<file path="src/rtl/tmr_pkg.sv">
package tmr_pkg;
   localparam int NIB       = 4;
   localparam int B_EN      = 0;
   localparam int B_PULSE   = 3;

   typedef enum logic [2:0] {
      K_CHAN, K_CTL, K_CTL2, K_LOCK, K_CLR, K_BAD
   } kind_t;

   typedef enum logic [1:0] {
      SQ_IDLE, SQ_CFG, SQ_EN
   } seq_t;

   // bit 'pos' of every nibble for channels first..last-1
   function automatic logic [31:0] nib_mask(int pos, int first, int last);
      logic [31:0] m;
      m = '0;
      for (int c = first; c < last; c++) m[c*NIB + pos] = 1'b1;
      return m;
   endfunction
endpackage

</file>
<file path="src/rtl/tmr_addr_dec.sv">
module tmr_addr_dec
   import tmr_pkg::*;
#(
   parameter int NCHAN  = 8,
   parameter int ADDR_W = 8,
   localparam int CHW   = $clog2(NCHAN)
) (
   input  logic [ADDR_W-1:0] addr,
   output kind_t             kind,
   output logic [CHW-1:0]    chan,
   output logic [1:0]        reg_idx
);
   localparam logic [3:0] CTL_WIN = 4'd3;

   logic [3:0] win;
   logic [3:0] chn;

   always_comb begin
      win     = addr[7:4];
      chn     = (win > CTL_WIN) ? win - 4'd1 : win;
      chan    = chn[CHW-1:0];
      reg_idx = addr[3:2];
      if (addr[1:0] != 2'b00 || (addr >> 8) != '0) begin
         kind = K_BAD;
      end else if (win == CTL_WIN) begin
         case (addr[3:2])
            2'd0:    kind = K_CTL;
            2'd1:    kind = K_CTL2;
            2'd2:    kind = K_LOCK;
            default: kind = K_CLR;
         endcase
      end else if (int'(chn) < NCHAN) begin
         kind = K_CHAN;
      end else begin
         kind = K_BAD;
      end
   end
endmodule

</file>
<file path="src/rtl/tmr_lock.sv">
module tmr_lock #(
   parameter logic [7:0] KEY_OPEN = 8'hAE,
   parameter logic [7:0] KEY_SHUT = 8'hEA
) (
   input  logic       clk,
   input  logic       rst_n,
   input  logic       cmd_wr,
   input  logic [7:0] cmd,
   output logic       unlocked
);
   logic open_q;

   always_ff @(posedge clk) begin
      if (!rst_n)                         open_q <= 1'b0;
      else if (cmd_wr && cmd == KEY_OPEN) open_q <= 1'b1;
      else if (cmd_wr && cmd == KEY_SHUT) open_q <= 1'b0;
   end

   assign unlocked = open_q;

   // the lock opens only after the open command
   assert_open_by_key_R8: assert property (@(posedge clk) disable iff (!rst_n)
      $rose(open_q) |-> $past(cmd_wr && cmd == KEY_OPEN));
endmodule

</file>
<file path="src/rtl/tmr_ctl_seq.sv">
module tmr_ctl_seq
   import tmr_pkg::*;
#(
   parameter int NCHAN       = 8,
   parameter int PULSE_FIRST = 4,
   localparam int CW         = NCHAN * NIB
) (
   input  logic          clk,
   input  logic          rst_n,
   input  logic          load,
   input  logic [CW-1:0] load_word,
   output logic [CW-1:0] word
);
   localparam logic [31:0] ENM32  = nib_mask(B_EN, 0, NCHAN);
   localparam logic [31:0] LOWP32 = nib_mask(B_PULSE, 0, PULSE_FIRST);
   localparam logic [CW-1:0] ENM  = ENM32[CW-1:0];
   localparam logic [CW-1:0] LOWP = LOWP32[CW-1:0];

   seq_t          st_q;
   logic [CW-1:0] word_q;
   logic [CW-1:0] tgt_q;
   logic [CW-1:0] next_tgt;

   assign next_tgt = load_word & ~LOWP;

   always_ff @(posedge clk) begin
      if (!rst_n) begin
         st_q   <= SQ_IDLE;
         word_q <= '0;
         tgt_q  <= '0;
      end else if (load) begin
         word_q <= word_q & (next_tgt | ~ENM);
         tgt_q  <= next_tgt;
         st_q   <= SQ_CFG;
      end else if (st_q == SQ_CFG) begin
         word_q <= (word_q & ENM) | (tgt_q & ~ENM);
         st_q   <= SQ_EN;
      end else if (st_q == SQ_EN) begin
         word_q <= tgt_q;
         st_q   <= SQ_IDLE;
      end
   end

   assign word = word_q;

   // configuration and enables never move on the same edge
   assert_cfg_en_apart_R5: assert property (@(posedge clk) disable iff (!rst_n)
      !$stable(word_q & ~ENM) |-> $stable(word_q & ENM));
   // an enable rises only two edges after an update was taken
   assert_rise_late_R5: assert property (@(posedge clk) disable iff (!rst_n)
      ((word_q & ENM & ~$past(word_q)) != '0) |-> $past(st_q == SQ_EN));
   // low channels never hold a pulse bit
   assert_low_pulse_clear_R10: assert property (@(posedge clk) disable iff (!rst_n)
      (word_q & LOWP) == '0);
endmodule

</file>
<file path="src/rtl/tmr_regbank.sv">
module tmr_regbank
   import tmr_pkg::*;
#(
   parameter int NCHAN       = 8,
   parameter int PULSE_FIRST = 4,
   parameter int ADDR_W      = 8,
   parameter int DW          = 32,
   localparam int CW         = NCHAN * NIB,
   localparam int CHW        = $clog2(NCHAN)
) (
   input  logic                clk,
   input  logic                rst_n,
   input  logic                bus_sel,
   input  logic                bus_wr,
   input  logic [ADDR_W-1:0]   bus_addr,
   input  logic [DW-1:0]       bus_wdata,
   output logic [DW-1:0]       bus_rdata,
   output logic                acc_err,
   output logic                pulse_err,
   output logic [NCHAN-1:0]    chan_wr_stb,
   output logic [1:0]          chan_reg_idx,
   output logic [DW-1:0]       chan_wdata,
   input  logic [NCHAN*DW-1:0] chan_rdata,
   output logic [NCHAN-1:0]    ctl_en,
   output logic [NCHAN-1:0]    ctl_extclk,
   output logic [NCHAN-1:0]    ctl_zint,
   output logic [NCHAN-1:0]    ctl_pulse
);
   if (NCHAN < 4 || NCHAN > 8) begin : g_bad_nchan
      $error("NCHAN must lie in 4..8");
   end
   if (PULSE_FIRST < 0 || PULSE_FIRST > NCHAN) begin : g_bad_pulse
      $error("PULSE_FIRST out of range");
   end
   if (ADDR_W < 8 || DW != 32) begin : g_bad_bus
      $error("bus needs ADDR_W >= 8 and DW == 32");
   end

   localparam logic [31:0]   LOWP32 = nib_mask(B_PULSE, 0, PULSE_FIRST);
   localparam logic [CW-1:0] LOWP   = LOWP32[CW-1:0];

   kind_t          kind;
   logic [CHW-1:0] chan;
   logic [CW-1:0]  word;
   logic [DW-1:0]  ctl2_q;
   logic           unlocked;
   logic           wr_ctl, wr_clr, do_load;
   logic [CW-1:0]  load_word;

   tmr_addr_dec #(.NCHAN(NCHAN), .ADDR_W(ADDR_W)) u_dec (
      .addr(bus_addr), .kind(kind), .chan(chan), .reg_idx(chan_reg_idx));

   tmr_lock u_lock (
      .clk(clk), .rst_n(rst_n),
      .cmd_wr(bus_sel && bus_wr && kind == K_LOCK),
      .cmd(bus_wdata[8:1]), .unlocked(unlocked));

   assign wr_ctl    = bus_sel && bus_wr && kind == K_CTL;
   assign wr_clr    = bus_sel && bus_wr && kind == K_CLR && unlocked;
   assign do_load   = wr_ctl || wr_clr;
   assign load_word = wr_ctl ? bus_wdata[CW-1:0] : (word & ~bus_wdata[CW-1:0]);

   tmr_ctl_seq #(.NCHAN(NCHAN), .PULSE_FIRST(PULSE_FIRST)) u_seq (
      .clk(clk), .rst_n(rst_n), .load(do_load), .load_word(load_word), .word(word));

   always_ff @(posedge clk) begin
      if (!rst_n)                                  ctl2_q <= '0;
      else if (bus_sel && bus_wr && kind == K_CTL2) ctl2_q <= bus_wdata;
   end

   for (genvar c = 0; c < NCHAN; c++) begin : g_chan
      assign chan_wr_stb[c] = bus_sel && bus_wr && kind == K_CHAN && int'(chan) == c;
      assign ctl_en[c]      = word[c*NIB + 0];
      assign ctl_extclk[c]  = word[c*NIB + 1];
      assign ctl_zint[c]    = word[c*NIB + 2];
      assign ctl_pulse[c]   = word[c*NIB + 3];
   end

   assign chan_wdata = bus_wdata;
   assign acc_err    = bus_sel && kind == K_BAD;
   assign pulse_err  = wr_ctl && ((bus_wdata[CW-1:0] & LOWP) != '0);

   always_comb begin
      bus_rdata = '0;
      if (bus_sel && !bus_wr) begin
         case (kind)
            K_CHAN:  bus_rdata = chan_rdata[int'(chan)*DW +: DW];
            K_CTL:   bus_rdata = DW'(word);
            K_CTL2:  bus_rdata = ctl2_q;
            K_LOCK:  bus_rdata = DW'(unlocked);
            default: bus_rdata = '0;
         endcase
      end
   end

   // at most one channel strobe, and only on a write
   assert_one_strobe_R2: assert property (@(posedge clk) disable iff (!rst_n)
      $onehot0(chan_wr_stb) && ((chan_wr_stb == '0) || bus_wr));
   // a bad access never reaches a channel
   assert_bad_no_strobe_R11: assert property (@(posedge clk) disable iff (!rst_n)
      acc_err |-> chan_wr_stb == '0);
   // a clear while locked leaves the outputs alone on the next edge
   assert_locked_clear_R9: assert property (@(posedge clk) disable iff (!rst_n)
      (bus_sel && bus_wr && kind == K_CLR && !unlocked && !wr_ctl &&
       u_seq.st_q == SQ_IDLE) |=> $stable(word));
endmodule

</file>
<file path="config.mk">
export PLATFORM = sky130hd
export DESIGN_NAME = tmr_regbank
export DESIGN_NICKNAME = d
export VERILOG_FILES = /design/src/rtl/tmr_pkg.sv /design/src/rtl/tmr_addr_dec.sv /design/src/rtl/tmr_lock.sv /design/src/rtl/tmr_ctl_seq.sv /design/src/rtl/tmr_regbank.sv
export SDC_FILE = /design/constraint.sdc
export NUM_CORES = 1
export LEC_CHECK = 0
export ABC_CLOCK_PERIOD_IN_PS = 6100
export BUFFER_PORTS_ARGS = -buffer_cell sky130_fd_sc_hd__buf_2
export CORE_AREA = 2 2 157 159
export DETAILED_ROUTE_END_ITERATION = 8
export DIE_AREA = 0 0 159 161
export PLACE_DENSITY = 0.68
export SLEW_MARGIN = 20
export SYNTH_ARGS = -nofsm -noshare
export SYNTH_HDL_FRONTEND = slang
export SYNTH_SLANG_ARGS = --single-unit
</file>
<file path="constraint.sdc">
create_clock -name clk -period 6.1 [get_ports clk]
set_clock_uncertainty 0.1 [all_clocks]
set_input_delay 1.83 -clock clk [delete_from_list [all_inputs] [get_ports clk]]
set_output_delay 1.83 -clock clk [all_outputs]
set_load 0.005 [all_outputs]
</file>
# --- Yosys cells after proc, flatten, opt, wreduce, memory -nomap -nowiden ---
# Cells that the tools add are included.
totals:
  register_bits: 95
  output_inout_bits: 108
  elab_cells: 81
  inputBits: 300
op_classes:
  order_cmp: 2
  muxes: 16
  n_bitwise: 5
  eq_ne: 19
  n_reduce_logical: 31
  addsub: 1
  shifts: 1
op_table:
  columns: ["operator", "n"]
  rows:
  - ["$shiftx 256x9->32", 1]
  - ["$mux 32", 5]
  - ["$pmux 32 s4", 1]
  - ["$and 32x32->32", 2]
  - ["$not 32->32", 1]
  - ["$or 29x32->32", 1]
  - ["$reduce_bool 32->1", 1]
  - ["$logic_and 1x1->1", 20]
  - ["$eq 3x3->1 const B", 6]
  - ["$eq 8x8->1 const B", 2]
  - ["$eq 3x2->1 const B", 4]
  - ["$mux 3", 3]
  - ["$pmux 3 s3", 1]
  - ["$eq 3x1->1 const B", 2]
  - ["$logic_not 3->1", 2]
  - ["$reduce_bool 2->1", 3]
  - ["$eq 2x1->1 const B", 2]
  - ["$eq 2x2->1 const B", 2]
  - ["$eq 4x2->1 const B", 1]
  - ["$gt 4x2->1 const B", 1]
  - ["$lt 4x4->1 const B", 1]
  - ["$mux 2", 2]
  - ["$mux 4", 1]
  - ["$sub 4x1->4 const B", 1]
  - ["7 further kinds", 9]

# --- Logic depth before layout (Yosys ltp) ---
logic_depth:
  depth_word: 11
  depth_mapped: 10
  mapped_depth_nobuf: 7

# --- By module ---
# A second synthesis with hierarchy kept.
unflattened:
  hier_cells: 949
  area_unflattened_um2: 7398.3
by_module_without_submodules:
  columns: ["mod", "area_each_um2", "n_inst", "seq_area_each_um2", "cells_per_inst"]
  rows:
  - ["tmr_regbank", 4753.3, 1, 640.6, 666]
  - ["tmr_ctl_seq", 2386.0, 1, 1161.1, 249]
  - ["tmr_addr_dec", 183.9, 1, 0.0, 24]
  - ["tmr_lock", 75.1, 1, 20.0, 10]

# --- Worst setup path before layout ---
# No wires, ideal clock.
synth_path:
  path_kind: "input to output"
  startpoint: "in bus_addr[4]"
  endpoint: "out bus_rdata[29]"
  t_required_ps: 4170
  setup_slack_ps: 184
  stages: 10
  path_buffers: 3
  arrival_ps: 3986
  path_cell_list: "buf_1 inv_1 ha_1 clkbuf_1 inv_1 a31oi_1 o21ai_0 clkbuf_1 a221o_1 o21ai_0"
synth_between:
  elab_chain_cells: 9
  word_cells_on_any_way: 15
  cone_classes: "add/sub (1); order compare (2); eq/ne (4); shift (1); mux (6); reduce/logical (1)"
synth_rtl:
  columns: ["element", "line", "rtl"]
  rows:
  - ["start, declared", "tmr_regbank.sv:15", "input logic [ADDR_W-1:0] bus_addr,"]
  - ["$sub 4x1->4 / $gt 4x2->1 (equally long branches)", "tmr_addr_dec.sv:20", "chn = (win > CTL_WIN) ? win - 4'd1 : win;"]
  - ["$mux 4", "tmr_addr_dec.sv:20", null]
  - ["$lt 4x4->1", "tmr_addr_dec.sv:32", "end else if (int'(chn) < NCHAN) begin"]
  - ["$mux 3", "tmr_addr_dec.sv:32", null]
  - ["$mux 3", "tmr_addr_dec.sv:25", "end else if (win == CTL_WIN) begin"]
  - ["$mux 3", "tmr_addr_dec.sv:23", "if (addr[1:0] != 2'b00 || (addr >> 8) != '0) begin"]
  - ["$eq 3x2->1 (tied with other cells)", "tmr_regbank.sv:86", "case (kind)"]
  - ["$pmux 32 s4 (*)", "tmr_regbank.sv:86", null]
  - ["$mux 32 (*)", "tmr_regbank.sv:85", "if (bus_sel && !bus_wr) begin"]
  - ["end, declared", "tmr_regbank.sv:17", "output logic [DW-1:0] bus_rdata,"]
# Mark *: on every way between the ends. The rest lies on a longest branch, timed or not.

# --- Worst setup path after layout ---
layout_path:
  startpoint: "in bus_addr[5]"
  endpoint: "out bus_rdata[30]"
# Same word-level chain as after synthesis.

==> metrics.yaml <==
status:
  status: "finished, final reports clean"
power_and_ir_drop:
  netSwitchingFraction_pct: 28.6
  comb_power_share_pct: 26.3
  clkPwrFrac_pct: 34.9
  p_int_mw: 1.09
  power.switching_uw: 438
  vdd_ir_drop_max_v: 0.000118
  seqPwrFrac_pct: 38.8
  p_leak_nw: 4.77
  powerDensity_nw_per_um2: 157
setup_path:
  worst_setup_path_end_kind: "primary output"
  crit_fanout: 8
  start_kind: "primary input"
  required_ns: 4.17
  reg2regPathDepth: 5
  critPathKind: "in -> out"
  cp_data_arrival_time_ns: 4.07
drt:
  wl_per_cell_um: 21.5
  viasPerCell: 5.21
  wl_mm: 34.1
  drc: 0
  vias: 8280
  ant_nets: 0
  drtPass1Iterations: 5
  initialDrtViolationCount: 719
logic_synthesis:
  synth_cell_type_count: 61
  synth-simple-area-share_pct: 19.7
  synth.largest_area_cell: "dfxtp_1"
  synth_compound_area_share_pct: 24.7
  synth_edf_count: 0
  syn_inst: 887
  synthMuxAreaShare_pct: 18.5
  synthXorXnorAreaFrac_pct: 0.623
  yosysWarnings: 0
  synth_top_area_share_pct: 25.9
  synthTopCellsByArea: "dfxtp_1, mux2i_1, nand2_1"
  async_reset_ff_share_pct: 0
  synth_top_family_by_area: "compound AO/OA/AOI/OAI gates"
  syn-cell-area_um2: 7030
  yosysSeqAreaShare_pct: 25.9
  synth.avg_cell_area_um2: 7.92
  synth-adder-area-share_pct: 1.25
  ys_ff_latch: 91
  synth_ff_type: "dfxtp_1"
cells_and_area:
  fin_area_um2: 9760
  instances_no_fill: 1588
  most-common-layout-cells: "buf_2, nand2_1, mux2i_1, dfxtp_1, buf_4"
  layout-drive-gt1-share_pct: 41.6
  fillers: 2532
  finalNetCount: 1553
  fin_util_pct: 40.7
  area_growth_pct: 38.8
  mostFrequentLayoutCell: "buf_2"
run:
  drv_cap: 0
global_route:
  grt_pass1_wl_mm: 49.5
  grt_use_total_pct: 25.4
  overflow: 0
  grt_pass1_vias: 7944
  grt_start_max_net_pins: 55
  antenna_found_initial: 15
place:
  port-buffer-count: 403
  gp_congestion: 0.943
  placed_area_um2: 9420
  dp_hpwl_mm: 27.5
  dpl.cell_count: 1559
timing:
  post-route-period-util_pct: 98.3
  finalMaxSlewViolations: 0
  slew_headroom_pct: 29.3
  fin_setup_tns_ns: 0
  hold_viol: 0
  max_freq_mhz: 167
  setup_viol: 0
  min_period_ns: 6.00
  worst_slew_pin_slew_ns: 1.06
  rsz0062_at_grt: "yes"
floorplan:
  die-area_um2: 25600
  die_x_um: 159
  ios: 408
  die_y_um: 161
  start_util_pct: 29.3
  core_um2: 24000
  placementRows: 57
clocking:
  cts_buffers: 9
  hold_buffers: 0
  cts-htree-levels: 3
  clk_pin_slew_ns: 0.06
  tritoncts: "built"
  cts_max_path_buffers: 2
  cts_sinks: 91
  post_cts_buffers: 0
  cts_root_buffer: "clkbuf_16"
  clk_latency_ns: 0.33
hold_path:
  hold_path_class: "reg -> reg"
  hold_depth: 2
==> power by group through the flow <==
stage	Clock [mW]	Sequential (mW)	Combinational, mW
after detailed placement	0	0.608	0.396
after CTS	0.549	0.595	0.397
after floorplan	0	0.608	0.197
after global routing	0.566	0.594	0.433
after global placement	0	0.608	0.395
final	0.535	0.595	0.403
==> kinds of logic after synthesis <==
logic type,count (synthesis)
flip-flops,91
multiplexers,127
other,1
XOR/XNOR,5
AO/OA/AOI/OAI,219
AND/OR/NAND/NOR,314
buffers and inverters,123
adder cells (fa/ha/maj),7
==> sequential cells by signal (all words and copies together), names as in the netlist <==
| register | flops |
|---|---|
| ctl2_q | 32 |
| u_seq.tgt_q | 28 |
| u_seq.word | 28 |
| u_seq.st_q | 2 |
| u_lock.unlocked | 1 |
==> worst paths after layout <==
path / slack (ns) / endpoint / startpoint
setup / recovery: 0.10 / bus_rdata[30] / bus_addr[5]
setup reg to reg: 3.97 / u_seq.word[8] / u_lock.unlocked
hold / removal: 0.36 / u_seq.tgt_q[23] / u_seq.tgt_q[23]
hold reg to reg: 0.36 / u_seq.tgt_q[23] / u_seq.tgt_q[23]
==> cell type report <==
class / instances / area [µm²] / share of cell area [%]
clock inverter: 3 / 40.0 / 0.410
clock buffer: 12 / 236 / 2.42
inverter: 14 / 52.6 / 0.539
multi-input combinational: 676 / 4640 / 47.6
sequential: 91 / 1820 / 18.7
tap: 324 / 405 / 4.15
antenna: 14 / 35.0 / 0.359
timing repair buffer: 454 / 2520 / 25.9
==> Yosys cell counts (3+ instances only) <==
cell,n
nand2_1,217
mux2i_1,124
dfxtp_1,91
clkbuf_1,45
nor2_1,42
a21oi_1,41
buf_4,41
a32oi_1,31
a21o_1,25
a221oi_1,25
a22o_1,25
buf_2,19
o211ai_2,19
inv_1,13
a31oi_1,12
o21ai_0,12
nand3_1,11
ha_1,7
a32o_1,6
nor3_1,6
o32ai_1,6
or3_1,5
or3b_2,5
xor2_1,5
a22oi_1,3
nor4b_1,3
o22ai_1,3
==> metrics by stage <==
stage	hold WS, ns	total power [mW]	setup slack [ns]
after floorplan	0.333	0.805	0.184
after global placement	0.344	1.00	0.130
after detailed placement	0.348	1.00	0.0911
after CTS	0.368	1.54	0.0838
after global routing	0.389	1.59	-0.00795
final	0.363	1.53	0.104
==> worst max-delay path, cell delays in order <==
cell,delay (ns)
buf_2,0.14
ha_1,0.19
or3b_1,0.46
or4_4,0.62
nor2_4,0.17
buf_12,0.14
a22oi_1,0.09
buf_4,0.19
o31ai_1,0.06
buf_2,0.17
==> routing by layer <==
layer  global-route usage, %  vias up  routed length (µm)
met5                       0        -                  13
li1                        -     3918                   -
met3                    6.91       60                2920
met4                    10.0        2                 971
met1                    33.6     3886               14900
met2                    39.3      414               15300
==> timing repair <==
| action | 4_1_cts | 5_1_grt |
|---|---|---|
| endpoints found under the setup margin | 0 | 5 |
| endpoints found under the hold margin | 0 | 0 |
| gates resized for setup | 0 | 5 |
No activity file was read; power rests on OpenSTA's default activity.
